==> src/rtl/fdr_pkg.sv <==
package fdr_pkg;

    typedef enum logic {
        REQ_IDLE = 1'b0,
        REQ_ON   = 1'b1
    } req_state_e;

    typedef enum logic [1:0] {
        TMR_OFF   = 2'd0,
        TMR_RUN   = 2'd1,
        TMR_FIRED = 2'd2
    } tmr_state_e;

    // Fixed level used when the programmable field is zero
    function automatic int unsigned fixed_level(input logic is_rx, input logic [1:0] sel);
        int unsigned v;
        if (is_rx) begin
            unique case (sel)
                2'd0: v = 8;
                2'd1: v = 16;
                2'd2: v = 56;
                default: v = 60;
            endcase
        end else begin
            unique case (sel)
                2'd0: v = 8;
                2'd1: v = 16;
                2'd2: v = 32;
                default: v = 56;
            endcase
        end
        return v;
    endfunction

endpackage

==> src/rtl/trig_level_pick.sv <==
module trig_level_pick
    import fdr_pkg::*;
#(
    parameter int DEPTH = 64,
    parameter int CNT_W = 7,
    parameter int TLR_W = 4,
    parameter int GRAN  = 4,
    parameter bit IS_RX = 1'b0
) (
    input  logic [TLR_W-1:0] prog_field,
    input  logic [1:0]       fix_sel,
    input  logic [CNT_W-1:0] fill,
    output logic [CNT_W-1:0] level,
    output logic             hit
);

    localparam logic [CNT_W-1:0] FULL = CNT_W'(DEPTH);

    always_comb begin
        if (prog_field != '0) begin
            level = CNT_W'(int'(prog_field) * GRAN);
        end else begin
            level = CNT_W'(fixed_level(IS_RX, fix_sel));
        end
    end

    generate
        if (IS_RX) begin : g_rx
            assign hit = (fill >= level);
        end else begin : g_tx
            assign hit = ((FULL - fill) >= level);
        end
    endgenerate

endmodule

==> src/rtl/tx_ready_fsm.sv <==
module tx_ready_fsm
    import fdr_pkg::*;
#(
    parameter int DEPTH = 64,
    parameter int CNT_W = 7
) (
    input  logic             clk,
    input  logic             rst_n,
    input  logic             blk_mode,
    input  logic [CNT_W-1:0] fill,
    input  logic             lvl_hit,
    output logic             rdy
);

    localparam logic [CNT_W-1:0] FULL = CNT_W'(DEPTH);

    req_state_e state_q, state_d;

    always_ff @(posedge clk or negedge rst_n) begin
        if (!rst_n) state_q <= REQ_IDLE;
        else        state_q <= state_d;
    end

    always_comb begin
        state_d = state_q;
        if (!blk_mode) begin
            state_d = (fill == '0) ? REQ_ON : REQ_IDLE;
        end else begin
            unique case (state_q)
                REQ_IDLE: if (lvl_hit && fill != FULL) state_d = REQ_ON;
                REQ_ON:   if (fill == FULL)            state_d = REQ_IDLE;
                default:  state_d = REQ_IDLE;
            endcase
        end
    end

    always_comb rdy = (state_q == REQ_ON);

    // a full FIFO drops the block-mode request
    p_tx_full_drop_r6: assert property (@(posedge clk) disable iff (!rst_n)
        (blk_mode && fill == FULL) |=> !rdy);

    // single-transfer mode follows an empty FIFO
    p_tx_empty_m0_r4: assert property (@(posedge clk) disable iff (!rst_n)
        (!blk_mode && fill == '0) |=> rdy);

endmodule

==> src/rtl/rx_ready_fsm.sv <==
module rx_ready_fsm
    import fdr_pkg::*;
#(
    parameter int CNT_W = 7
) (
    input  logic             clk,
    input  logic             rst_n,
    input  logic             blk_mode,
    input  logic [CNT_W-1:0] fill,
    input  logic             lvl_hit,
    input  logic             timeout,
    output logic             rdy
);

    req_state_e state_q, state_d;

    always_ff @(posedge clk or negedge rst_n) begin
        if (!rst_n) state_q <= REQ_IDLE;
        else        state_q <= state_d;
    end

    always_comb begin
        state_d = state_q;
        if (!blk_mode) begin
            state_d = (fill != '0) ? REQ_ON : REQ_IDLE;
        end else begin
            unique case (state_q)
                REQ_IDLE: if (fill != '0 && (lvl_hit || timeout)) state_d = REQ_ON;
                REQ_ON:   if (fill == '0)                         state_d = REQ_IDLE;
                default:  state_d = REQ_IDLE;
            endcase
        end
    end

    always_comb rdy = (state_q == REQ_ON);

    // an empty FIFO always withdraws the request
    p_rx_empty_drop_r7: assert property (@(posedge clk) disable iff (!rst_n)
        (fill == '0) |=> !rdy);

    // single-transfer mode follows a non-empty FIFO
    p_rx_data_m0_r5: assert property (@(posedge clk) disable iff (!rst_n)
        (!blk_mode && fill != '0) |=> rdy);

endmodule

==> src/rtl/rx_idle_timer.sv <==
module rx_idle_timer
    import fdr_pkg::*;
#(
    parameter int CNT_W      = 7,
    parameter int IDLE_CHARS = 4
) (
    input  logic             clk,
    input  logic             rst_n,
    input  logic [CNT_W-1:0] fill,
    input  logic             tick,
    input  logic             restart,
    output logic             timeout
);

    localparam int TMR_W = $clog2(IDLE_CHARS + 1);
    localparam logic [TMR_W-1:0] LAST = TMR_W'(IDLE_CHARS - 1);

    tmr_state_e state_q, state_d;
    logic [TMR_W-1:0] cnt_q, cnt_d;

    always_ff @(posedge clk or negedge rst_n) begin
        if (!rst_n) begin
            state_q <= TMR_OFF;
            cnt_q   <= '0;
        end else begin
            state_q <= state_d;
            cnt_q   <= cnt_d;
        end
    end

    always_comb begin
        state_d = state_q;
        cnt_d   = cnt_q;
        if (fill == '0) begin
            state_d = TMR_OFF;
            cnt_d   = '0;
        end else begin
            unique case (state_q)
                TMR_OFF: begin
                    state_d = TMR_RUN;
                    cnt_d   = '0;
                end
                TMR_RUN: begin
                    if (restart) begin
                        cnt_d = '0;
                    end else if (tick) begin
                        if (cnt_q == LAST) begin
                            state_d = TMR_FIRED;
                            cnt_d   = '0;
                        end else begin
                            cnt_d = cnt_q + 1'b1;
                        end
                    end
                end
                TMR_FIRED: begin
                    if (restart) begin
                        state_d = TMR_RUN;
                        cnt_d   = '0;
                    end
                end
                default: begin
                    state_d = TMR_OFF;
                    cnt_d   = '0;
                end
            endcase
        end
    end

    always_comb timeout = (state_q == TMR_FIRED);

    // an empty FIFO clears the time-out
    p_idle_empty_r9: assert property (@(posedge clk) disable iff (!rst_n)
        (fill == '0) |=> !timeout);

    // a restart never leaves the time-out set
    p_idle_restart_r8: assert property (@(posedge clk) disable iff (!rst_n)
        (fill != '0 && restart) |=> !timeout);

endmodule

==> src/rtl/fifo_dma_ready.sv <==
module fifo_dma_ready
    import fdr_pkg::*;
#(
    parameter int DEPTH      = 64,
    parameter int TLR_W      = 4,
    parameter int GRAN       = 4,
    parameter int IDLE_CHARS = 4,
    localparam int CNT_W     = $clog2(DEPTH + 1)
) (
    input  logic             clk,
    input  logic             rst_n,
    input  logic             fifo_en,
    input  logic             dma_blk,
    input  logic [CNT_W-1:0] tx_fill,
    input  logic [CNT_W-1:0] rx_fill,
    input  logic [TLR_W-1:0] tx_prog,
    input  logic [TLR_W-1:0] rx_prog,
    input  logic [1:0]       tx_fix_sel,
    input  logic [1:0]       rx_fix_sel,
    input  logic             char_tick,
    input  logic             rx_push,
    input  logic             rx_pop,
    output logic             tx_rdy,
    output logic             rx_rdy,
    output logic             tx_lvl_hit,
    output logic             rx_lvl_hit,
    output logic             rx_timeout
);

    logic             blk_mode;
    logic [CNT_W-1:0] tx_level;
    logic [CNT_W-1:0] rx_level;

    assign blk_mode = fifo_en & dma_blk;

    trig_level_pick #(
        .DEPTH(DEPTH), .CNT_W(CNT_W), .TLR_W(TLR_W), .GRAN(GRAN), .IS_RX(1'b0)
    ) u_tx_lvl (
        .prog_field(tx_prog), .fix_sel(tx_fix_sel), .fill(tx_fill),
        .level(tx_level), .hit(tx_lvl_hit)
    );

    trig_level_pick #(
        .DEPTH(DEPTH), .CNT_W(CNT_W), .TLR_W(TLR_W), .GRAN(GRAN), .IS_RX(1'b1)
    ) u_rx_lvl (
        .prog_field(rx_prog), .fix_sel(rx_fix_sel), .fill(rx_fill),
        .level(rx_level), .hit(rx_lvl_hit)
    );

    tx_ready_fsm #(.DEPTH(DEPTH), .CNT_W(CNT_W)) u_tx_fsm (
        .clk(clk), .rst_n(rst_n), .blk_mode(blk_mode), .fill(tx_fill),
        .lvl_hit(tx_lvl_hit), .rdy(tx_rdy)
    );

    rx_idle_timer #(.CNT_W(CNT_W), .IDLE_CHARS(IDLE_CHARS)) u_idle (
        .clk(clk), .rst_n(rst_n), .fill(rx_fill), .tick(char_tick),
        .restart(rx_push | rx_pop), .timeout(rx_timeout)
    );

    rx_ready_fsm #(.CNT_W(CNT_W)) u_rx_fsm (
        .clk(clk), .rst_n(rst_n), .blk_mode(blk_mode), .fill(rx_fill),
        .lvl_hit(rx_lvl_hit), .timeout(rx_timeout), .rdy(rx_rdy)
    );

    // outside block mode the TX request tracks emptiness only
    p_mode_sel_r3: assert property (@(posedge clk) disable iff (!rst_n)
        (!(fifo_en && dma_blk) && tx_fill != '0) |=> !tx_rdy);

    // the resolved RX level stays within 4..60
    p_rx_level_r2: assert property (@(posedge clk) disable iff (!rst_n)
        (rx_level >= CNT_W'(4)) && (rx_level <= CNT_W'(60)));

endmodule

==> config.mk <==
export PLATFORM = sky130hd
export DESIGN_NAME = fifo_dma_ready
export DESIGN_NICKNAME = d
export VERILOG_FILES = /design/src/rtl/fdr_pkg.sv /design/src/rtl/trig_level_pick.sv /design/src/rtl/tx_ready_fsm.sv /design/src/rtl/rx_ready_fsm.sv /design/src/rtl/rx_idle_timer.sv /design/src/rtl/fifo_dma_ready.sv
export SDC_FILE = /design/constraint.sdc
export NUM_CORES = 1
export LEC_CHECK = 0
export BUFFER_PORTS_ARGS = -buffer_cell sky130_fd_sc_hd__buf_2
export CAP_MARGIN = 20
export CORE_MARGIN = 10
export CORE_UTILIZATION = 40
export CTS_CLUSTER_SIZE = 40
export DETAILED_ROUTE_END_ITERATION = 16
export PLACE_DENSITY = 0.71
export SYNTH_ARGS = -nofsm -noshare
export SYNTH_HDL_FRONTEND = slang
export SYNTH_SLANG_ARGS = --single-unit
==> constraint.sdc <==
create_clock -name clk -period 2.7 [get_ports clk]
set_input_delay 0.27 -clock clk [delete_from_list [all_inputs] [get_ports clk]]
set_output_delay 0.27 -clock clk [all_outputs]
set_load 0.02 [all_outputs]
==> flow_summary_export.csv, run 1 <==
group,metric,value,unit
place,place_ws,0.174,ns
worst_setup_path,critical_path.slowest_cell,"or4_4",
synthesis,synthTopCellsByArea,"dfrtp_1 23%, ha_1 20%, nor2_1 7.9%",
worst_setup_path,path_cells,"buf_2 -> or4_4 -> or3_4 -> and2_2 -> ha_1 -> a21oi_1 -> o211ai_1 -> buf_2",
layout,stdcell_area,0.00101,sq mm
timing,slew_violations,0,
global_routing,grt_first_pass_wirelength,3.48,mm
layout,fin_util,57.5,%
worst_setup_path,worstPathRequired,2.43,ns
power_and_ir_drop,power.switching,108,uW
power_and_ir_drop,intPower,212,uW
power_and_ir_drop,ir_worst_vdd,0.118,mV
synthesis,synth_area_leader_cell,"dfrtp_1",
power_and_ir_drop,p_seq_share,33.9,%
global_routing,grt_max_degree,8,
synthesis,synthXorXnorAreaFrac,4.58,%
cts,cts_buffer_depth,2,
die,rows,15,
timing,period_share,93.3,%
outcome,status,"completed",
die,core,0.00176,sq mm
detailed_routing,drc,0,
synthesis,synth_flop_cell,"dfrtp_1",
min_path,hp-class,"in2reg",
timing,worst_pin_slew,0.385,ns
cts,cts_tree,"done",
min_path,min_path_cells,2,
worst_setup_path,r2r_cells,4,
worst_setup_path,r2r_start,"u_idle.state_q[0]",
worst_setup_path,critical_path_buf_inv_count,2,
synthesis,synth_cell_types,29,
synthesis,synth-compound-area-share,17.3,%
layout,fin_nets,183,
worst_setup_path,path_class,"in2out",
timing,fin_tns_setup,0,ns
cts,htreeDepth,1,
detailed_routing,via_per_inst,5.19,
global_routing,grt_pass1_vias,870,
die,die_w,63.7,microns
worst_setup_path,rrSetupSlack,1.39,ns
layout,area_growth,32.7,%
timing,max_freq,397,MHz
synthesis,synth_top_area_share,22.9,%
power_and_ir_drop,powerDensity,315,mW/mm^2
synthesis,synth_mux_area_share,0,%
layout,drive_gt1_share,32.1,%
timing,relSlewSlack,74.0,%
worst_setup_path,timing.rr.end,"u_idle.cnt_q[1]",
detailed_routing,wl_per_cell,12.8,microns
synthesis,yosys.area_share.simple,32.1,%
synthesis,synthCells,96,
worst_setup_path,crit_arrival,2.25,ns
global_routing,antenna_found_initial,0,
timing,finalHoldViolCount,0,
synthesis,synth_edf_count,0,
die,start_util,43.3,%
detailed_routing,drt_iter0_drc,16,
min_path,hp-start,"dma_blk",
synthesis,avgSynthCellArea,7.96,sq um
synthesis,synth_fa_ha_area_share,19.6,%
min_path,hold_end,"u_tx_fsm.rdy",
global_routing,track_usage,10.4,%
place,gp_congestion,0.765,
synthesis,async_flop_share,100,%
power_and_ir_drop,sw_frac_of_total,33.8,%
synthesis,syn-num-nets,141,
detailed_routing,firstDrtPassIters,4,
worst_setup_path,cp.depth,8,
detailed_routing,wirelength,2.07,mm
layout,num_antenna_cells,0,
global_routing,grt_overflow,0,
cts,path_clk_slew,0.06,ns
timing,rsz0062_at_grt,"false",
timing,layout_setup_ws,0.181,ns
detailed_routing,vias,841,
die,dieArea,0.00406,sq mm
power_and_ir_drop,pwr-share-clk,33.1,%
timing,setup-violations-final,0,
synthesis,netlist_area,764,sq um
die,die_h,63.7,microns
die,ios,38,
layout,layout.cells.non_filler,162,
worst_setup_path,cp_top_family,"simple AND/OR/NAND/NOR gates",
place,dp.cells,157,
place,portBuffers,37,
place,dp_hpwl,1.78,mm
worst_setup_path,cp-start-kind,"input port",
worst_setup_path,max_stage_delay,0.55,ns
power_and_ir_drop,leakage,0.499,nW
cts,clock_latency,0.26,ns
worst_setup_path,endpoint_kind,"output port",
cts,cts_buffers,3,
cts,root_buffer,"clkbuf_4",
synthesis,synth_top_family_by_area,"simple AND/OR/NAND/NOR gates",
job,maxCapViolations,0,
worst_setup_path,crit_path_max_fanout,4,
place,place_area,977,sq um
cts,clock-sinks,7,
synthesis,ys_ff_latch,7,
timing,skew,0.000778,ns
synthesis,synth_seq_area_share,22.9,%
power_and_ir_drop,p_comb_share,33.0,%
synthesis,yosys_warnings,0,
detailed_routing,antenna_left,0,
timing,fin_crit,2.52,ns
worst_setup_path,cp_common_cell,"buf_2",
-- sequential cells by signal (all words and copies together) (netlist names) --
register and flops:
u_rx_fsm.rdy 1, u_tx_fsm.rdy 1, u_idle.state_q 2, u_idle.cnt_q 3
-- timing repair --
item                      in CTS  in global routing
buffers inserted               0                  0
gates resized for setup        0                  0
hold endpoints to repair       7                  0
hold buffers                   1                  0
-- power groups by stage --
stage               registers, mW  logic, mW  clock network, mW
floorplan                   0.112     0.0546                  0
global placement            0.110      0.101                  0
detailed placement          0.110      0.105                  0
CTS                         0.108      0.107              0.111
global route                0.109      0.120              0.116
finish                      0.108      0.105              0.106
-- layer usage --
metal / up-vias / track usage (%) / routed length, microns
met1: 374 / 11.3 / 922
li1: 432 / - / -
met4: 0 / 5.74 / 0
met5: - / 0 / 0
met3: 0 / 3.89 / 175
met2: 35 / 17.0 / 974
-- worst max path at each step --
| stage | start | to | slack (ns) |
|---|---|---|---|
| global placement | tx_fill[0] | tx_lvl_hit | 0.22 |
| floorplan | tx_fill[0] | tx_lvl_hit | 0.38 |
| detailed placement | tx_fill[0] | tx_lvl_hit | 0.17 |
| global route | tx_fill[0] | tx_lvl_hit | 0.1 |
| finish | tx_fill[0] | tx_lvl_hit | 0.18 |
| CTS | tx_fill[0] | tx_lvl_hit | 0.17 |
-- cell usage in the layout (no fill, tap or decap), types with 3 or more instances in the layout --
cell / netlist / routed
buf_2: 0 / 37
nor3_1: 5 / 5
nor2_1: 16 / 16
a21oi_1: 5 / 5
clkbuf_4: 0 / 3
xor2_1: 3 / 3
nand2_1: 7 / 7
nor2b_1: 4 / 4
o21ai_0: 3 / 3
ha_1: 12 / 12
dfrtp_1: 7 / 7
nand2b_1: 3 / 3
inv_1: 6 / 6
-- cell type report --
type                            instances  area [sq um]
Fill cell                             192           749
Inverter                                6          22.5
Clock buffer                            3          22.5
Multi-Input combinational cell         82           563
Clock inverter                          1          5.00
Tap cell                               25          31.3
Sequential cell                         7           175
Timing Repair Buffer                   38           195
-- cells in the mapped netlist (all sizes together), types with 2 or more instances --
library cell  instances
a211oi                2
a21oi                 5
a311oi                2
and3                  2
dfrtp                 7
ha                   12
inv                   6
nand2                 7
nand2b                3
nand3                 2
nor2                 16
nor2b                 4
nor3                  5
nor4                  2
nor4b                 2
o211ai                2
o21ai                 3
xor2                  3
-- metrics by stage --
stage,power [mW],hold slack (ns)
after global routing,0.345,0.290
final,0.319,0.269
after CTS,0.326,0.259
after floorplan,0.166,-0.0256
after detailed placement,0.216,0.111
after global placement,0.212,0.111
-- cells by family after synthesis --
logic type	after synthesis
buffers and inverters	7
flip-flops	7
XOR/XNOR	4
adder cells (fa/ha/maj)	12
AO/OA/AOI/OAI	19
AND/OR/NAND/NOR	47
Note: power is estimated with default switching activity, not from simulation.
==> inputs of run 2 (changes only) <==
--- a/config.mk
+++ b/config.mk
@@ -5,13 +5,14 @@
 export SDC_FILE = /design/constraint.sdc
 export NUM_CORES = 1
 export LEC_CHECK = 0
+export ABC_AREA = 1
 export BUFFER_PORTS_ARGS = -buffer_cell sky130_fd_sc_hd__buf_2
 export CAP_MARGIN = 20
 export CORE_MARGIN = 10
 export CORE_UTILIZATION = 40
 export CTS_CLUSTER_SIZE = 40
 export DETAILED_ROUTE_END_ITERATION = 16
-export PLACE_DENSITY = 0.71
+export PLACE_DENSITY = 0.69
 export SYNTH_ARGS = -nofsm -noshare
 export SYNTH_HDL_FRONTEND = slang
 export SYNTH_SLANG_ARGS = --single-unit
==> run 2 against run 1 <==
Compared with the run above:
- clock power down 8%
- worst hold slack better by 0.072 ns
- flip-flop and latch count is the same
- synthesized cell count up 42%
- sequential share of layout area decreased by 1.8 points
- critical path type unchanged
- synthesized area increased by 16%
- combinational power up 96%
- utilization fell by 1.3 points
- clock skew barely moved
- design area grew 12%
- setup slack gained 0.47 ns
==> flow_summary_export.csv, run 2 <==
group,metric,value,unit
outcome,status,"completed",
worst_setup_path,critical_path.slowest_cell,"nor4_2",
worst_setup_path,endpoint_kind,"output port",
layout,final_common_cell,"buf_2",
worst_setup_path,path_class,"in2out",
power_and_ir_drop,finalPower,444,uW
synthesis,synth_mux_area_share,0,%
synthesis,synth_seq_area_share,19.8,%
cts,cts_tree,"done",
timing,relSlewSlack,75.1,%
timing,layout_setup_ws,0.647,ns
layout,multi_input_comb_area,592,sq um
cts,root_buffer,"clkbuf_4",
synthesis,async_flop_share,100,%
power_and_ir_drop,leakage,0.672,nW
layout,regMostFlops,"u_idle.cnt_q",
synthesis,synth_top_family_by_area,"simple AND/OR/NAND/NOR gates",
die,dieArea,0.00449,sq mm
global_routing,grt_overflow,0,
worst_setup_path,path_cells,"buf_2 -> nor4_2 -> a21o_1 -> inv_1 -> ha_1 -> nand2_1 -> nor2_1 -> nand4_1 -> o2111ai_1 -> buf_2",
cts,htreeDepth,1,
cts,cts_buffer_depth,2,
global_routing,grt_pass1_vias,985,
synthesis,synth_top_area_share,19.8,%
global_routing,antenna_found_initial,0,
synthesis,yosys_warnings,0,
synthesis,syn-num-nets,181,
layout,most-common-layout-cells,"37 x buf_2, 30 x nand2_1, 29 x inv_1",
synthesis,synth_cell_types,29,
worst_setup_path,r2r_start,"u_idle.cnt_q[0]",
synthesis,yosys.area_share.simple,35.7,%
layout,reg_top3,"u_idle.cnt_q: 3 flops, u_idle.state_q: 2 flops",
layout,drive_gt1_share,29.9,%
cts,path_clk_slew,0.05,ns
min_path,hp-class,"in2reg",
worst_setup_path,timing.rr.end,"u_idle.state_q[1]",
cts,clock_latency,0.26,ns
synthesis,synthXorXnorAreaFrac,0.992,%
worst_setup_path,r2r_cells,5,
global_routing,grt_max_degree,8,
worst_setup_path,cp_top_family,"simple AND/OR/NAND/NOR gates",
cts,cts_buffers,3,
layout,num_antenna_cells,0,
timing,fin_tns_setup,0,ns
worst_setup_path,crit_arrival,1.78,ns
synthesis,synthCells,136,
synthesis,yosys-top-cells-count,"30 x nand2_1, 29 x inv_1, 17 x nor2_1, 12 x ha_1, 7 x dfrtp_1",
synthesis,yosysMostFrequentCell,"nand2_1",
worst_setup_path,cp-start-kind,"input port",
cts,hold_buffers,1,
cts,cts-resized-gates,0,
die,rows,16,
detailed_routing,wirelength,2.14,mm
power_and_ir_drop,ir_worst_vdd,0.220,mV
place,dp_hpwl,1.94,mm
worst_setup_path,worstPathRequired,2.43,ns
layout,area_growth,28.6,%
timing,slew_violations,0,
detailed_routing,firstDrtPassIters,4,
die,die_h,67.0,microns
die,core,0.00202,sq mm
die,ios,38,
synthesis,synthTopCellsByArea,"dfrtp_1 20%, ha_1 17%, nand2_1 13%",
cts,clock-sinks,7,
detailed_routing,antenna_left,0,
layout,fill_cells,224,
worst_setup_path,worstSetupEndpoint,"rx_lvl_hit",
layout,fin_util,56.2,%
die,start_util,43.7,%
timing,worst_pin_slew,0.370,ns
worst_setup_path,cp.depth,10,
worst_setup_path,crit_path_max_fanout,4,
job,maxCapViolations,0,
detailed_routing,wl_per_cell,10.5,microns
synthesis,synth_fa_ha_area_share,17.0,%
place,place_ws,0.644,ns
cts,post_cts_buffers,0,
detailed_routing,via_per_inst,4.74,
worst_setup_path,rrSetupSlack,1.50,ns
synthesis,ys_ff_latch,7,
layout,regArea,175,sq um
place,gp_congestion,0.773,
timing,setup-violations-final,0,
layout,largest_reg_flops,3,
power_and_ir_drop,powerDensity,391,mW/mm^2
worst_setup_path,critical_path_buf_inv_count,3,
layout,fin_nets,223,
synthesis,avgSynthCellArea,6.50,sq um
global_routing,grt_first_pass_wirelength,3.69,mm
global_routing,track_usage,9.99,%
worst_setup_path,startpoint,"rx_prog[1]",
synthesis,netlist_area,883,sq um
detailed_routing,drt_iter0_drc,33,
timing,rsz0062_at_grt,"false",
timing,finalHoldViolCount,0,
synthesis,synth_edf_count,0,
worst_setup_path,cp_common_cell,"buf_2",
die,die_w,67.0,microns
synthesis,synth_flop_cell,"dfrtp_1",
timing,skew,0.000543,ns
place,portBuffers,37,
worst_setup_path,max_stage_delay,0.40,ns
synthesis,synth-compound-area-share,13.3,%
timing,max_freq,487,MHz
synthesis,synth_area_leader_cell,"dfrtp_1",
timing,fin_crit,2.05,ns
detailed_routing,drc,0,
timing,period_share,76.1,%
detailed_routing,vias,967,
run 2: layer usage:
layer | vias to the layer above | track usage, % | part of all wire (%)
li1 | 514 | - | -
met1 | 419 | 10.6 | 41
met2 | 31 | 17.8 | 49
met3 | 3 | 3.85 | 9.1
met4 | 0 | 3.08 | 0.75
met5 | - | 0 | 0
run 2: worst min path at each step:
| stage | start | to | slack (ns) | cells after the start |
|---|---|---|---|---|
| after floorplan | rst_n | u_idle.cnt_q[0] | -0.03 | 0 |
| after global placement | rst_n | u_idle.state_q[0] | 0.11 | 1 |
| after detailed placement | rst_n | u_idle.state_q[0] | 0.11 | 1 |
| after CTS | rx_push | u_idle.cnt_q[2] | 0.33 | 4 |
| after global routing | rst_n | u_idle.state_q[1] | 0.38 | 2 |
| final | dma_blk | u_tx_fsm.rdy | 0.34 | 5 |
run 2: tightest hold or removal path: cells and delay by family:
kind | cells | cell delay [ns]
buf+inv | 2 | 0.13
simple gates | 3 | 0.17
run 2: stage by stage:
step	area, sq um	hold WS [ns]	std cells
6_report	1140	0.341	204
5_1_grt	1140	0.376	204
4_1_cts	1140	0.334	204
3_5_place_dp	1100	0.115	199
3_3_place_gp	1100	0.109	199
2_1_floorplan	883	-0.0256	136
run 2: power breakdown:
part / internal (mW) / leakage [nW] / switching (mW)
Clock: 0.0543 / 0.0177 / 0.0435
Combinational: 0.0842 / 0.567 / 0.122
Sequential: 0.127 / 0.0871 / 0.0125
Total: 0.266 / 0.672 / 0.178
run 2: cell families (layout without fill, tap and decap cells):
group | count (synthesis) | count (layout)
compound gates | 20 | 20
xor+xnor | 1 | 1
fa+ha+maj | 12 | 12
buf+inv | 31 | 72
flops | 7 | 7
simple gates | 65 | 65
run 2: final cells by class:
type	count	area share (%)
Tap cell	27	2.97
Timing Repair Buffer	38	17.2
Multi-Input combinational cell	98	52.1
Clock buffer	3	1.98
Sequential cell	7	15.4
Inverter	30	9.91
Clock inverter	1	0.441
